$ cat config.mk
export PLATFORM = sky130hd
export DESIGN_NAME = pt_walker
export DESIGN_NICKNAME = d
export VERILOG_FILES = /design/src/rtl/pt_walker_pkg.sv /design/src/rtl/pt_walk_addr.sv /design/src/rtl/pt_walk_fsm.sv /design/src/rtl/pt_walker.sv
export SDC_FILE = /design/constraint.sdc
export NUM_CORES = 1
export LEC_CHECK = 0
export ABC_AREA = 1
export BUFFER_PORTS_ARGS = -buffer_cell sky130_fd_sc_hd__buf_4
export CAP_MARGIN = 20
export CORE_ASPECT_RATIO = 0.8
export CORE_MARGIN = 2
export CORE_UTILIZATION = 25
export DETAILED_ROUTE_END_ITERATION = 8
export PLACE_DENSITY = 0.47
export SYNTH_ARGS = -nofsm -noshare
export SYNTH_HDL_FRONTEND = slang
export SYNTH_SLANG_ARGS = --single-unit
$ cat constraint.sdc
create_clock -name clk -period 3.8 [get_ports clk]
set_clock_uncertainty 0.05 [all_clocks]
set_input_delay 0.57 -clock clk [delete_from_list [all_inputs] [get_ports clk]]
set_output_delay 0.57 -clock clk [all_outputs]
set_load 0.005 [all_outputs]
$ cat src/rtl/pt_walker_pkg.sv
package pt_walker_pkg;

  localparam int unsigned DEF_ADDR_W     = 32;
  localparam int unsigned DEF_IDX_W      = 10;
  localparam int unsigned DEF_PAGE_SHIFT = 12;
  // table words are 4 bytes wide
  localparam int unsigned ENTRY_SHIFT    = 2;
  localparam int unsigned LEVELS         = 2;

  typedef enum logic [2:0] {
    WS_IDLE    = 3'd0,
    WS_TOP_REQ = 3'd1,
    WS_TOP_WT  = 3'd2,
    WS_LF_REQ  = 3'd3,
    WS_LF_WT   = 3'd4,
    WS_RESULT  = 3'd5
  } walk_state_e;

endpackage

$ cat src/rtl/pt_walk_addr.sv
// Forms the byte address of the table word for the current level.
module pt_walk_addr
  import pt_walker_pkg::*;
#(
  parameter int unsigned ADDR_W     = DEF_ADDR_W,
  parameter int unsigned IDX_W      = DEF_IDX_W,
  parameter int unsigned PAGE_SHIFT = DEF_PAGE_SHIFT
) (
  input  logic                       leaf_level,
  input  logic [LEVELS*IDX_W-1:0]    vpn,
  input  logic [ADDR_W-1:0]          root,
  input  logic [ADDR_W-PAGE_SHIFT-1:0] leaf_base,
  output logic [ADDR_W-1:0]          addr
);

  localparam int unsigned PAD_W = ADDR_W - IDX_W - ENTRY_SHIFT;

  logic [IDX_W-1:0] lvl_idx [LEVELS];

  // level 0 takes the most significant slice of the page number
  for (genvar g = 0; g < LEVELS; g++) begin : g_slice
    assign lvl_idx[g] = vpn[(LEVELS-1-g)*IDX_W +: IDX_W];
  end

  logic [IDX_W-1:0]  sel_idx;
  logic [ADDR_W-1:0] tbl_base;
  logic [ADDR_W-1:0] byte_off;

  always_comb begin
    sel_idx  = leaf_level ? lvl_idx[1] : lvl_idx[0];
    tbl_base = leaf_level ? {leaf_base, {PAGE_SHIFT{1'b0}}} : root;
    byte_off = {{PAD_W{1'b0}}, sel_idx, {ENTRY_SHIFT{1'b0}}};
    addr     = tbl_base + byte_off;
  end

endmodule

$ cat src/rtl/pt_walk_fsm.sv
// Walk sequencer: request capture, memory handshake, entry decode, result hold.
module pt_walk_fsm
  import pt_walker_pkg::*;
#(
  parameter int unsigned ADDR_W     = DEF_ADDR_W,
  parameter int unsigned IDX_W      = DEF_IDX_W,
  parameter int unsigned PAGE_SHIFT = DEF_PAGE_SHIFT
) (
  input  logic                         clk,
  input  logic                         rst_n,
  input  logic                         req_valid,
  input  logic [LEVELS*IDX_W-1:0]      req_vpn,
  input  logic [ADDR_W-1:0]            root_ptr,
  input  logic                         mem_req_ready,
  input  logic                         mem_rsp_valid,
  input  logic [ADDR_W-1:0]            mem_rsp_data,
  output logic                         leaf_level,
  output logic [LEVELS*IDX_W-1:0]      vpn_q,
  output logic [ADDR_W-1:0]            root_q,
  output logic [ADDR_W-PAGE_SHIFT-1:0] base_q,
  output logic                         busy,
  output logic                         mem_req_valid,
  output logic                         walk_done,
  output logic                         walk_fault,
  output logic [ADDR_W-1:0]            walk_pte
);

  localparam int unsigned VPN_W  = LEVELS * IDX_W;
  localparam int unsigned BASE_W = ADDR_W - PAGE_SHIFT;

  walk_state_e st_q, st_d;
  logic        cap_req, cap_base, cap_res;
  logic        fault_q;
  logic [ADDR_W-1:0] pte_q;

  // next-state logic
  always_comb begin
    st_d     = st_q;
    cap_req  = 1'b0;
    cap_base = 1'b0;
    cap_res  = 1'b0;
    unique case (st_q)
      WS_IDLE: begin
        if (req_valid) begin
          st_d    = WS_TOP_REQ;
          cap_req = 1'b1;
        end
      end
      WS_TOP_REQ: if (mem_req_ready) st_d = WS_TOP_WT;
      WS_TOP_WT: begin
        if (mem_rsp_valid) begin
          if (mem_rsp_data[0]) begin
            st_d     = WS_LF_REQ;
            cap_base = 1'b1;
          end else begin
            st_d    = WS_RESULT;
            cap_res = 1'b1;
          end
        end
      end
      WS_LF_REQ: if (mem_req_ready) st_d = WS_LF_WT;
      WS_LF_WT: begin
        if (mem_rsp_valid) begin
          st_d    = WS_RESULT;
          cap_res = 1'b1;
        end
      end
      WS_RESULT: st_d = WS_IDLE;
      default:   st_d = WS_IDLE;
    endcase
  end

  // state register
  always_ff @(posedge clk or negedge rst_n) begin
    if (!rst_n) st_q <= WS_IDLE;
    else        st_q <= st_d;
  end

  // request capture
  always_ff @(posedge clk or negedge rst_n) begin
    if (!rst_n) begin
      vpn_q  <= '0;
      root_q <= '0;
    end else if (cap_req) begin
      vpn_q  <= req_vpn;
      root_q <= root_ptr;
    end
  end

  // second-level table base
  always_ff @(posedge clk or negedge rst_n) begin
    if (!rst_n)        base_q <= '0;
    else if (cap_base) base_q <= mem_rsp_data[ADDR_W-1:PAGE_SHIFT];
  end

  // result hold; a fault reports a zero entry
  always_ff @(posedge clk or negedge rst_n) begin
    if (!rst_n) begin
      fault_q <= 1'b0;
      pte_q   <= '0;
    end else if (cap_res) begin
      fault_q <= ~mem_rsp_data[0];
      pte_q   <= mem_rsp_data[0] ? mem_rsp_data : '0;
    end
  end

  assign leaf_level    = (st_q == WS_LF_REQ);
  assign busy          = (st_q != WS_IDLE);
  assign mem_req_valid = (st_q == WS_TOP_REQ) || (st_q == WS_LF_REQ);
  assign walk_done     = (st_q == WS_RESULT);
  assign walk_fault    = fault_q;
  assign walk_pte      = pte_q;

  // a top-level word without its valid flag ends the walk next cycle
  p_null_ends_r6: assert property (@(posedge clk) disable iff (!rst_n)
    (st_q == WS_TOP_WT && mem_rsp_valid && !mem_rsp_data[0])
      |=> (walk_done && walk_fault && walk_pte == '0 && !mem_req_valid))
    else $error("p_null_ends_r6");

  // a valid leaf is reported unchanged
  p_leaf_fill_r7: assert property (@(posedge clk) disable iff (!rst_n)
    (st_q == WS_LF_WT && mem_rsp_valid && mem_rsp_data[0])
      |=> (walk_done && !walk_fault && walk_pte == $past(mem_rsp_data)))
    else $error("p_leaf_fill_r7");

  // an invalid leaf faults
  p_leaf_bad_r8: assert property (@(posedge clk) disable iff (!rst_n)
    (st_q == WS_LF_WT && mem_rsp_valid && !mem_rsp_data[0])
      |=> (walk_done && walk_fault))
    else $error("p_leaf_bad_r8");

  // the captured page number is used unchanged for the second-level slice
  p_vpn_hold_r2: assert property (@(posedge clk) disable iff (!rst_n)
    (busy && !walk_done) |=> $stable(vpn_q) && $stable(root_q))
    else $error("p_vpn_hold_r2");

  logic unused_width;
  assign unused_width = (VPN_W == 0) || (BASE_W == 0);

endmodule

$ cat src/rtl/pt_walker.sv
// Top level of the two-level page table walker.
module pt_walker
  import pt_walker_pkg::*;
#(
  parameter int unsigned ADDR_W     = DEF_ADDR_W,
  parameter int unsigned IDX_W      = DEF_IDX_W,
  parameter int unsigned PAGE_SHIFT = DEF_PAGE_SHIFT
) (
  input  logic                      clk,
  input  logic                      rst_n,
  input  logic [ADDR_W-1:0]         root_ptr,
  input  logic                      req_valid,
  input  logic [LEVELS*IDX_W-1:0]   req_vpn,
  output logic                      busy,
  output logic                      mem_req_valid,
  input  logic                      mem_req_ready,
  output logic [ADDR_W-1:0]         mem_req_addr,
  input  logic                      mem_rsp_valid,
  input  logic [ADDR_W-1:0]         mem_rsp_data,
  output logic                      walk_done,
  output logic                      walk_fault,
  output logic [ADDR_W-1:0]         walk_pte
);

  localparam int unsigned VPN_W  = LEVELS * IDX_W;
  localparam int unsigned BASE_W = ADDR_W - PAGE_SHIFT;

  logic              leaf_level;
  logic [VPN_W-1:0]  vpn_q;
  logic [ADDR_W-1:0] root_q;
  logic [BASE_W-1:0] base_q;

  pt_walk_fsm #(
    .ADDR_W(ADDR_W), .IDX_W(IDX_W), .PAGE_SHIFT(PAGE_SHIFT)
  ) u_fsm (
    .clk           (clk),
    .rst_n         (rst_n),
    .req_valid     (req_valid),
    .req_vpn       (req_vpn),
    .root_ptr      (root_ptr),
    .mem_req_ready (mem_req_ready),
    .mem_rsp_valid (mem_rsp_valid),
    .mem_rsp_data  (mem_rsp_data),
    .leaf_level    (leaf_level),
    .vpn_q         (vpn_q),
    .root_q        (root_q),
    .base_q        (base_q),
    .busy          (busy),
    .mem_req_valid (mem_req_valid),
    .walk_done     (walk_done),
    .walk_fault    (walk_fault),
    .walk_pte      (walk_pte)
  );

  pt_walk_addr #(
    .ADDR_W(ADDR_W), .IDX_W(IDX_W), .PAGE_SHIFT(PAGE_SHIFT)
  ) u_addr (
    .leaf_level (leaf_level),
    .vpn        (vpn_q),
    .root       (root_q),
    .leaf_base  (base_q),
    .addr       (mem_req_addr)
  );

  // memory request held with a steady address until taken
  p_req_hold_r10: assert property (@(posedge clk) disable iff (!rst_n)
    (mem_req_valid && !mem_req_ready) |=> (mem_req_valid && $stable(mem_req_addr)))
    else $error("p_req_hold_r10");

  // completion is a single-cycle pulse
  p_done_pulse_r9: assert property (@(posedge clk) disable iff (!rst_n)
    walk_done |=> !walk_done)
    else $error("p_done_pulse_r9");

  // completion lies inside the busy window, which closes right after it
  p_busy_span_r3: assert property (@(posedge clk) disable iff (!rst_n)
    walk_done |-> busy ##1 !busy)
    else $error("p_busy_span_r3");

  // nothing is read while idle
  p_idle_quiet_r2: assert property (@(posedge clk) disable iff (!rst_n)
    !busy |-> !mem_req_valid)
    else $error("p_idle_quiet_r2");

endmodule

==> impl_metrics.json, run 1 <==
{
  "status": "completed",
  "die_h_um": 140,
  "ant_nets": 0,
  "grt_first_pass_wirelength_mm": 27.9,
  "port_buffers": 156,
  "power_density_nw_per_um2": 990,
  "coreArea_um2": 22700,
  "wl_per_cell_um": 14.6,
  "synth_area_per_cell_um2": 7.94,
  "r2r-end": "u_fsm.walk_pte[6]$_DFFE_PN0P_",
  "root_buffer": "clkbuf_16",
  "drc_errors": 0,
  "die_x_um": 175,
  "ioPinCount": 157,
  "final_area_um2": 7710,
  "rsz0062_at_grt": "no",
  "path_clk_slew_ns": 0.09,
  "arrival_ns": 2.94,
  "path_class": "flip-flop to output port",
  "dp_slack_ns": 0.325,
  "viasPerCell": 4.20,
  "synth.largest_area_cell": "dfrtp_1",
  "diodes": 0,
  "syn_area_um2": 5820,
  "synthCells": 733,
  "grt_pass1_vias": 5168,
  "startpoint": "u_fsm.st_q[0]$_DFFE_PN0P_",
  "die-area_um2": 24500,
  "clock_path_buffers": 2,
  "end_kind": "output port",
  "ys_types": 34,
  "start_kind": "flip-flop",
  "fin_setup_tns_ns": 0,
  "grt_remaining_overflow": 0,
  "cts.sinks": 108,
  "antenna_found_initial": 0,
  "setup_viol": 0,
  "synth_area_leaders": "dfrtp_1 46%, nand2_1 12%, inv_1 7.1%",
  "drt_iter0_drc": 266,
  "crit_required_ns": 3.18,
  "dr_total_vias": 5034,
  "worst_pin_slew_ns": 0.696,
  "seq_area_frac_synth": 0.464,
  "finalCritPeriodShare": 0.937,
  "finalMaxSlewViolations": 0,
  "r2r_start": "u_fsm.st_q[1]$_DFFE_PN0P_",
  "postLayoutCoreUtil": 0.340,
  "grt.total_usage": 0.146,
  "slew-limit-headroom": 0.535,
  "placed_cell_area_um2": 7320,
  "min_period_ns": 3.56,
  "rr_worst_depth": 6,
  "rrSetupSlack_ns": 1.43,
  "ys_ff_latch": 108,
  "yosys_warnings": 0,
  "finalNetCount": 987,
  "max_freq_mhz": 281,
  "hold_path_class": "input port to asynchronous set/reset pin",
  "syn_to_final_growth_pct": 32.5,
  "hold_viol": 0,
  "cts_tree": "done",
  "p_leak_nw": 4.05,
  "syn_nets": 833,
  "drt-total-wl_mm": 17.4,
  "synth_top_area_share": 0.464,
  "setup_ws_ns": 0.240,
  "initial_core_util": 0.257,
  "cts_made_buffers": 9,
  "clk_latency_ns": 0.36,
  "dr.pass1.iters": 4,
  "worstSetupEndpoint": "mem_req_addr[18]",
  "dp_hpwl_mm": 13.4,
  "cp_max_fo": 14,
  "finalPower_mw": 7.64,
  "std_cell_rows": 49,
  "grt_max_degree": 91,
  "drive_above_1_share": 0.285,
  "drv_cap": 0,
  "peakVddDrop_mv": 0.249,
  "gp_congestion": 0.813,
  "htreeDepth": 3
}
[per-stage QoR]
step | hold WS (ns) | cells
finish | 0.0196 | 1198
global route | 0.0254 | 1198
CTS | 0.0232 | 1194
detailed placement | 0.420 | 1175
global placement | 0.414 | 1175
floorplan | 0.224 | 733
[layer usage]
metal / vias to the layer above / track usage / part of all wire
met3: 11 / 0.0426 / 0.064
li1: 2593 / - / -
met4: 0 / 0.0329 / 0.0084
met2: 117 / 0.206 / 0.40
met5: - / 0 / 0
met1: 2313 / 0.217 / 0.53
[area by class of cell]
cell class,count,area [um^2]
inverter,114,428
multi-input combinational,486,2590
sequential,108,2710
timing repair buffer,168,1310
clock inverter,7,67.6
clock buffer,9,225
fill,2476,15000
tap,306,383
[cell usage after synthesis (all sizes together)]
library cell,count
a21oi,37
ha,10
xnor2,8
and2,1
buf,13
fa,1
nand2,203
dfrtp,108
inv,114
nor3,5
o21ai,53
clkbuf,12
or2,2
nand3b,1
nor2,83
xor2,10
a31oi,1
a22o,11
nand3,26
mux2,24
o22ai,2
nand4,8
[worst max-delay path, cell delays in order (launching register included)]
cell and delay, ns:
dfrtp_2 0.44, nand2_1 0.11, nor2_4 0.19, buf_4 0.22
nand2_1 0.06, nand2_1 0.06, ha_1 0.27, a21oi_1 0.23
nand2_1 0.10, nand2_1 0.06, nand4_1 0.12, buf_4 0.19
and2_4 0.16, xnor2_1 0.20, buf_4 0.15
[placed cells by master (no fill, tap or decap), types with 2 or more instances in the layout]
cell	count
xnor2_1	8
nand4_1	8
nor2_1	72
dfrtp_2	3
nand3_4	2
buf_16	2
inv_2	4
xor2_1	10
o21ai_2	2
nor2_2	7
mux2_2	24
nand2_2	17
o21ai_0	47
nand2_1	185
nand3_2	2
a21oi_1	37
a22o_1	11
o22ai_1	2
inv_1	110
nor2_4	4
clkinvlp_4	2
nand3_1	22
nor3_1	4
clkbuf_16	9
or2_2	2
dfrtp_1	105
o21ai_1	4
buf_4	165
inv_8	2
ha_1	10
[worst min-delay path by stage]
stage / start / to / slack, ns
after detailed placement: rst_n / u_fsm.walk_pte[0]$_DFFE_PN0P_ / 0.42
after global routing: rst_n / u_fsm.walk_pte[0]$_DFFE_PN0P_ / 0.03
after floorplan: rst_n / u_fsm.base_q[0]$_DFFE_PN0P_ / 0.22
final: rst_n / u_fsm.walk_pte[0]$_DFFE_PN0P_ / 0.02
after global placement: u_fsm.walk_pte[0]$_DFFE_PN0P_ / u_fsm.walk_pte[0]$_DFFE_PN0P_ / 0.41
after CTS: rst_n / u_fsm.walk_pte[0]$_DFFE_PN0P_ / 0.02
[flip-flops by register name (all words and copies together) (netlist names)]
register and cells:
u_fsm.walk_pte 32, u_fsm.base_q 20, u_fsm.st_q 3, u_fsm.walk_fault 1
u_fsm.vpn_q 20, u_fsm.root_q 32
[what timing repair did]
action                                  in CTS  in global routing
hold buffers                                 0                  0
buffers inserted                             3                  2
gates resized for setup                      0                  6
pin swaps                                    0                  1
endpoints found under the setup margin       2                 18
endpoints found under the hold margin        0                  0
[cell families (layout without fill, tap and decap cells)]
logic type / after synthesis / in the layout / synth area share
simple gates: 329 / 329 / 0.244
xor+xnor: 18 / 18 / 0.0271
fa+ha+maj: 11 / 11 / 0.0249
mux: 24 / 24 / 0.0464
buf+inv: 139 / 298 / 0.0950
compound gates: 104 / 104 / 0.0978
flops: 108 / 108 / 0.464
[power breakdown]
| group | switching [mW] | internal [mW] |
|---|---|---|
| logic | 2.60 | 2.12 |
| registers | 0.299 | 1.68 |
| clock network | 0.488 | 0.462 |
No activity file was read; power rests on OpenSTA's default activity.
==> run 2: changes to the inputs <==
Settings changed: PLACE_DENSITY 0.47 to default, SKIP_CTS_REPAIR_TIMING from default to 1.
==> run 2 against run 1 <==
- global-route usage decreased by 0.49 points
- utilization decreased by 0.13 points
- final cell count decreased by 0.17%
- critical path type unchanged
- critical endpoint unchanged
- highest routed layer unchanged
==> impl_metrics.json, run 2 (synthesis gave the netlist of run 1 again) <==
{
  "crit_required_ns": 3.18,
  "status": "completed",
  "initial_core_util": 0.257,
  "num-fill-cells": 2502,
  "end_kind": "output port",
  "std_cell_rows": 49,
  "coreArea_um2": 22700,
  "drt_iter0_drc": 326,
  "diodes": 0,
  "mostFrequentLayoutCells": "184 x nand2_1, 165 x buf_4, 110 x inv_1",
  "grt_pass1_vias": 5040,
  "min_period_ns": 3.51,
  "htreeDepth": 3,
  "antenna_found_initial": 0,
  "seq_area_um2": 2710,
  "gp_congestion": 0.844,
  "start_kind": "flip-flop",
  "finalPower_mw": 7.57,
  "die_x_um": 175,
  "worst_pin_slew_ns": 1.02,
  "viasPerCell": 4.21,
  "postLayoutCoreUtil": 0.339,
  "power_density_nw_per_um2": 985,
  "clk_latency_ns": 0.35,
  "cts_made_buffers": 9,
  "arrival_ns": 2.89,
  "dr_total_vias": 5032,
  "dp_hpwl_mm": 13.2,
  "p_leak_nw": 4.03,
  "setup_viol": 0,
  "finalCritPeriodShare": 0.924,
  "drt-total-wl_mm": 16.9,
  "finalNetCount": 985,
  "wl_per_cell_um": 14.1,
  "grt.total_usage": 0.141,
  "r2r-end": "u_fsm.walk_pte[10]$_DFFE_PN0P_",
  "port_buffers": 156,
  "root_buffer": "clkbuf_16",
  "max_freq_mhz": 285,
  "grt_remaining_overflow": 0,
  "drv_cap": 0,
  "startpoint": "u_fsm.st_q[1]$_DFFE_PN0P_",
  "rrSetupSlack_ns": 1.48,
  "dr.pass1.iters": 7,
  "cts_tree": "done",
  "ant_nets": 0,
  "die-area_um2": 24500,
  "clock_path_buffers": 2,
  "path_clk_slew_ns": 0.08,
  "syn_to_final_growth_pct": 32.1,
  "fin_cells": 1196,
  "layout_commonest_cell": "nand2_1",
  "grt_first_pass_wirelength_mm": 27.2,
  "slew-limit-headroom": 0.320,
  "grt_max_degree": 75,
  "rr_worst_depth": 6,
  "multi_input_area_um2": 2610,
  "placed_cell_area_um2": 7330,
  "placedCellCount": 1179,
  "path_class": "flip-flop to output port",
  "drc_errors": 0,
  "r2r_start": "u_fsm.st_q[1]$_DFFE_PN0P_",
  "hold_path_class": "input port to asynchronous set/reset pin",
  "die_h_um": 140,
  "hold_slack_ns": 0.237,
  "final_area_um2": 7690,
  "finalMaxSlewViolations": 0,
  "peakVddDrop_mv": 0.357,
  "drive_above_1_share": 0.285,
  "ioPinCount": 157,
  "cts.sinks": 108,
  "hold_viol": 0,
  "cp_max_fo": 8
}
==> run 2: cell types whose count changed in the layout (fill, tap and decap cells not counted) <==
cell	before	now
nand2_1	185	184
buf_12	1	0
inv_8	2	1
nand2_2	17	18
inv_6	1	2
clkinvlp_4	2	1
nand3_1	22	21
nand3_4	2	3
buf_16	2	1
clkbuf_8	0	1
==> run 2: how the worst max path moves through the flow <==
stage	endpoint	cells past startpoint	slack (ns)
global route	mem_req_addr[31]	17	-0.004
global placement	mem_req_addr[21]	16	0.51
CTS	mem_req_addr[22]	14	0.06
detailed placement	mem_req_addr[22]	14	0.46
finish	mem_req_addr[18]	14	0.29
floorplan	mem_req_addr[22]	16	0.57
==> run 2: power breakdown <==
group          total [mW]  internal (mW)  switching [mW]
Clock               0.948          0.478           0.470
Combinational        4.68           2.08            2.60
Sequential           1.95           1.68           0.271
Total                7.57           4.23            3.34
==> run 2: layout make-up <==
class,count,area share
inverter,114,0.0557
multi-input combinational,486,0.339
timing repair buffer,166,0.165
tap,306,0.0498
clock buffer,10,0.0311
clock inverter,6,0.00749
sequential,108,0.352
==> run 2: through the flow <==
step / setup slack [ns] / setup TNS [ns]
5_1_grt: -0.00389 / -0.00389
3_3_place_gp: 0.512 / 0
3_5_place_dp: 0.463 / 0
2_1_floorplan: 0.572 / 0
6_report: 0.290 / 0
4_1_cts: 0.0592 / 0
==> run 2: worst max-delay path, stage by stage, from the launching register on <==
cell	delay, ns
dfrtp_2	0.43
nand2_1	0.11
nor2_4	0.16
buf_4	0.18
buf_4	0.12
nor2_1	0.04
ha_1	0.37
nand2_1	0.12
nor2_1	0.14
nand3_1	0.10
nand4_1	0.13
buf_4	0.17
and2_4	0.16
xnor2_1	0.15
buf_4	0.15
==> run 2: metal layers <==
layer,vias up,share of wire,GRT usage
met4,0,0.0062,0.0263
li1,2587,-,-
met1,2311,0.53,0.211
met2,127,0.41,0.207
met3,7,0.058,0.0331
met5,-,0,0
==> run 3: changes to the inputs <==
Settings changed: CORE_UTILIZATION 25 to 35.
==> run 3 against run 2 <==
- worst hold slack gained 0.0016 ns
- clock-buffer cell count is the same
- non-clock buffer count grew 1
- worst setup slack lost 0.038 ns
- final cell count shrank 7.2%
- sequential cell count is the same
- utilization grew 12 points
- register-to-register slack gained 0.05 ns
- via count grew 0.36%
- critical path depth grew 2
- combinational power shrank 2%
- critical endpoint is now mem_req_addr[28]
- highest routed layer unchanged
==> impl_metrics.json, run 3 (synthesis gave the netlist of run 1 again) <==
{
  "status": "completed",
  "syn_to_final_growth_pct": 29.7,
  "placed_cell_area_um2": 7210,
  "switchingPower_mw": 3.20,
  "fin_cells": 1110,
  "critPathTopFamily": "simple AND/OR/NAND/NOR gates",
  "finalPower_mw": 7.44,
  "critPathBufInv": 6,
  "grt_remaining_overflow": 0,
  "grt.total_usage": 0.175,
  "drc_errors": 0,
  "mostFrequentLayoutCells": "185 x nand2_1, 165 x buf_4, 110 x inv_1",
  "finalCritPeriodShare": 0.934,
  "wl_per_cell_um": 13.6,
  "htreeDepth": 3,
  "cp_slowest_cell": "dfrtp_2",
  "finalMaxSlewViolations": 0,
  "grt_pass1_vias": 4952,
  "antenna_found_initial": 0,
  "setup_ws_ns": 0.252,
  "dr.pass1.iters": 4,
  "dp_slack_ns": 0.375,
  "placedCellCount": 1091,
  "port_buffers": 156,
  "max_freq_mhz": 282,
  "drt-total-wl_mm": 15.1,
  "cts_tree": "done",
  "dr_total_vias": 5050,
  "drt_iter0_drc": 213,
  "gp_congestion": 0.869,
  "ant_nets": 0,
  "p_leak_nw": 4.02,
  "slowest_delay_ns": 0.46,
  "finalNetCount": 986,
  "drv_cap": 0,
  "start_kind": "flip-flop",
  "die-area_um2": 17700,
  "end_kind": "output port",
  "root_buffer": "clkbuf_16",
  "rsz0062_at_grt": "no",
  "hold_slack_ns": 0.238,
  "path_clk_slew_ns": 0.07,
  "slew-limit-headroom": 0.346,
  "worst_pin_slew_ns": 0.980,
  "final_area_um2": 7550,
  "die_h_um": 119,
  "dp_hpwl_mm": 11.8,
  "cp_max_fo": 23,
  "postLayoutCoreUtil": 0.461,
  "layout_commonest_cell": "nand2_1",
  "diodes": 0,
  "clockPowerShare": 0.120,
  "initial_core_util": 0.355,
  "cts.sinks": 108,
  "power_density_nw_per_um2": 985,
  "comb_power_share": 0.617,
  "seqPwrFrac": 0.263,
  "p_int_mw": 4.24,
  "path_class": "flip-flop to output port",
  "viasPerCell": 4.55,
  "grt_first_pass_wirelength_mm": 24.7,
  "clock_path_buffers": 2,
  "fin_setup_tns_ns": 0,
  "std_cell_rows": 42,
  "die_x_um": 148,
  "arrival_ns": 2.93,
  "cp_cell_sequence": "nand2_1, nor2_4, buf_6, nor2_1, ha_1, inv_1, fa_1, inv_1, nand3_1, nand4_1, buf_4, buf_4, nand4_1, nand2_1, nand2_1, buf_4",
  "cts_made_buffers": 9,
  "clk_latency_ns": 0.34,
  "swShare": 0.430,
  "peakVddDrop_mv": 0.279,
  "hold_path_class": "input port to asynchronous set/reset pin",
  "drive_above_1_share": 0.280,
  "hold_viol": 0,
  "coreArea_um2": 16400,
  "min_period_ns": 3.55,
  "crit_required_ns": 3.18,
  "grt_max_degree": 65,
  "ioPinCount": 157,
  "setup_viol": 0
}
-- run 3: changes by cell type in the layout (fill, tap and decap cells not counted), sizes merged --
cell | before | now
buf | 166 | 167
clkinv | 2 | 1
clkinvlp | 1 | 2
inv | 117 | 116
-- run 3: metal layers --
layer  up-vias  part of all wire  GRT usage
met3         4             0.070     0.0467
met1      2312              0.51      0.269
met4         0            0.0050     0.0369
met2       136              0.41      0.246
li1       2598                 -          -
met5         -                 0          0
-- run 3: area by class of cell --
cell class	count	area (um^2)
inverters	114	428
flip-flops and latches	108	2710
clock buffers	10	239
repair buffers	167	1280
fillers	1719	8840
multi-input cells	486	2580
well taps	220	275
clock inverters	5	43.8
-- run 3: final timing paths --
| kind | from | endpoint | slack [ns] | cells past startpoint |
|---|---|---|---|---|
| worst max-delay path | u_fsm.st_q[0]$_DFFE_PN0P_ | mem_req_addr[28] | 0.25 | 16 |
| worst min-delay path | rst_n | u_fsm.walk_pte[0]$_DFFE_PN0P_ | 0.24 | 1 |
| worst max register to register | u_fsm.st_q[1]$_DFFE_PN0P_ | u_fsm.walk_pte[1]$_DFFE_PN0P_ | 1.53 | 6 |
| worst min register to register | u_fsm.walk_pte[0]$_DFFE_PN0P_ | u_fsm.walk_pte[0]$_DFFE_PN0P_ | 0.43 | 2 |
| max in group asynchronous | rst_n | u_fsm.root_q[6]$_DFFE_PN0P_ | 2.60 | 2 |
| min in group clk | mem_rsp_data[5] | u_fsm.walk_pte[5]$_DFFE_PN0P_ | 0.39 | 2 |
-- run 3: worst register-to-register path, cell delays in order (launching register included) --
cell	delay [ns]
dfrtp_2	0.45
nor2_1	0.35
nand3_1	0.15
nand2_1	0.14
nand2_1	0.39
inv_1	0.48
a22o_1	0.20
-- run 3: power by group through the flow --
stage	clock, mW	combinational [mW]	sequential [mW]
floorplan	0	2.76	1.90
detailed placement	0	4.53	1.97
CTS	0.927	4.54	1.96
global route	0.966	5.16	2.02
global placement	0	4.51	1.96
finish	0.895	4.59	1.96
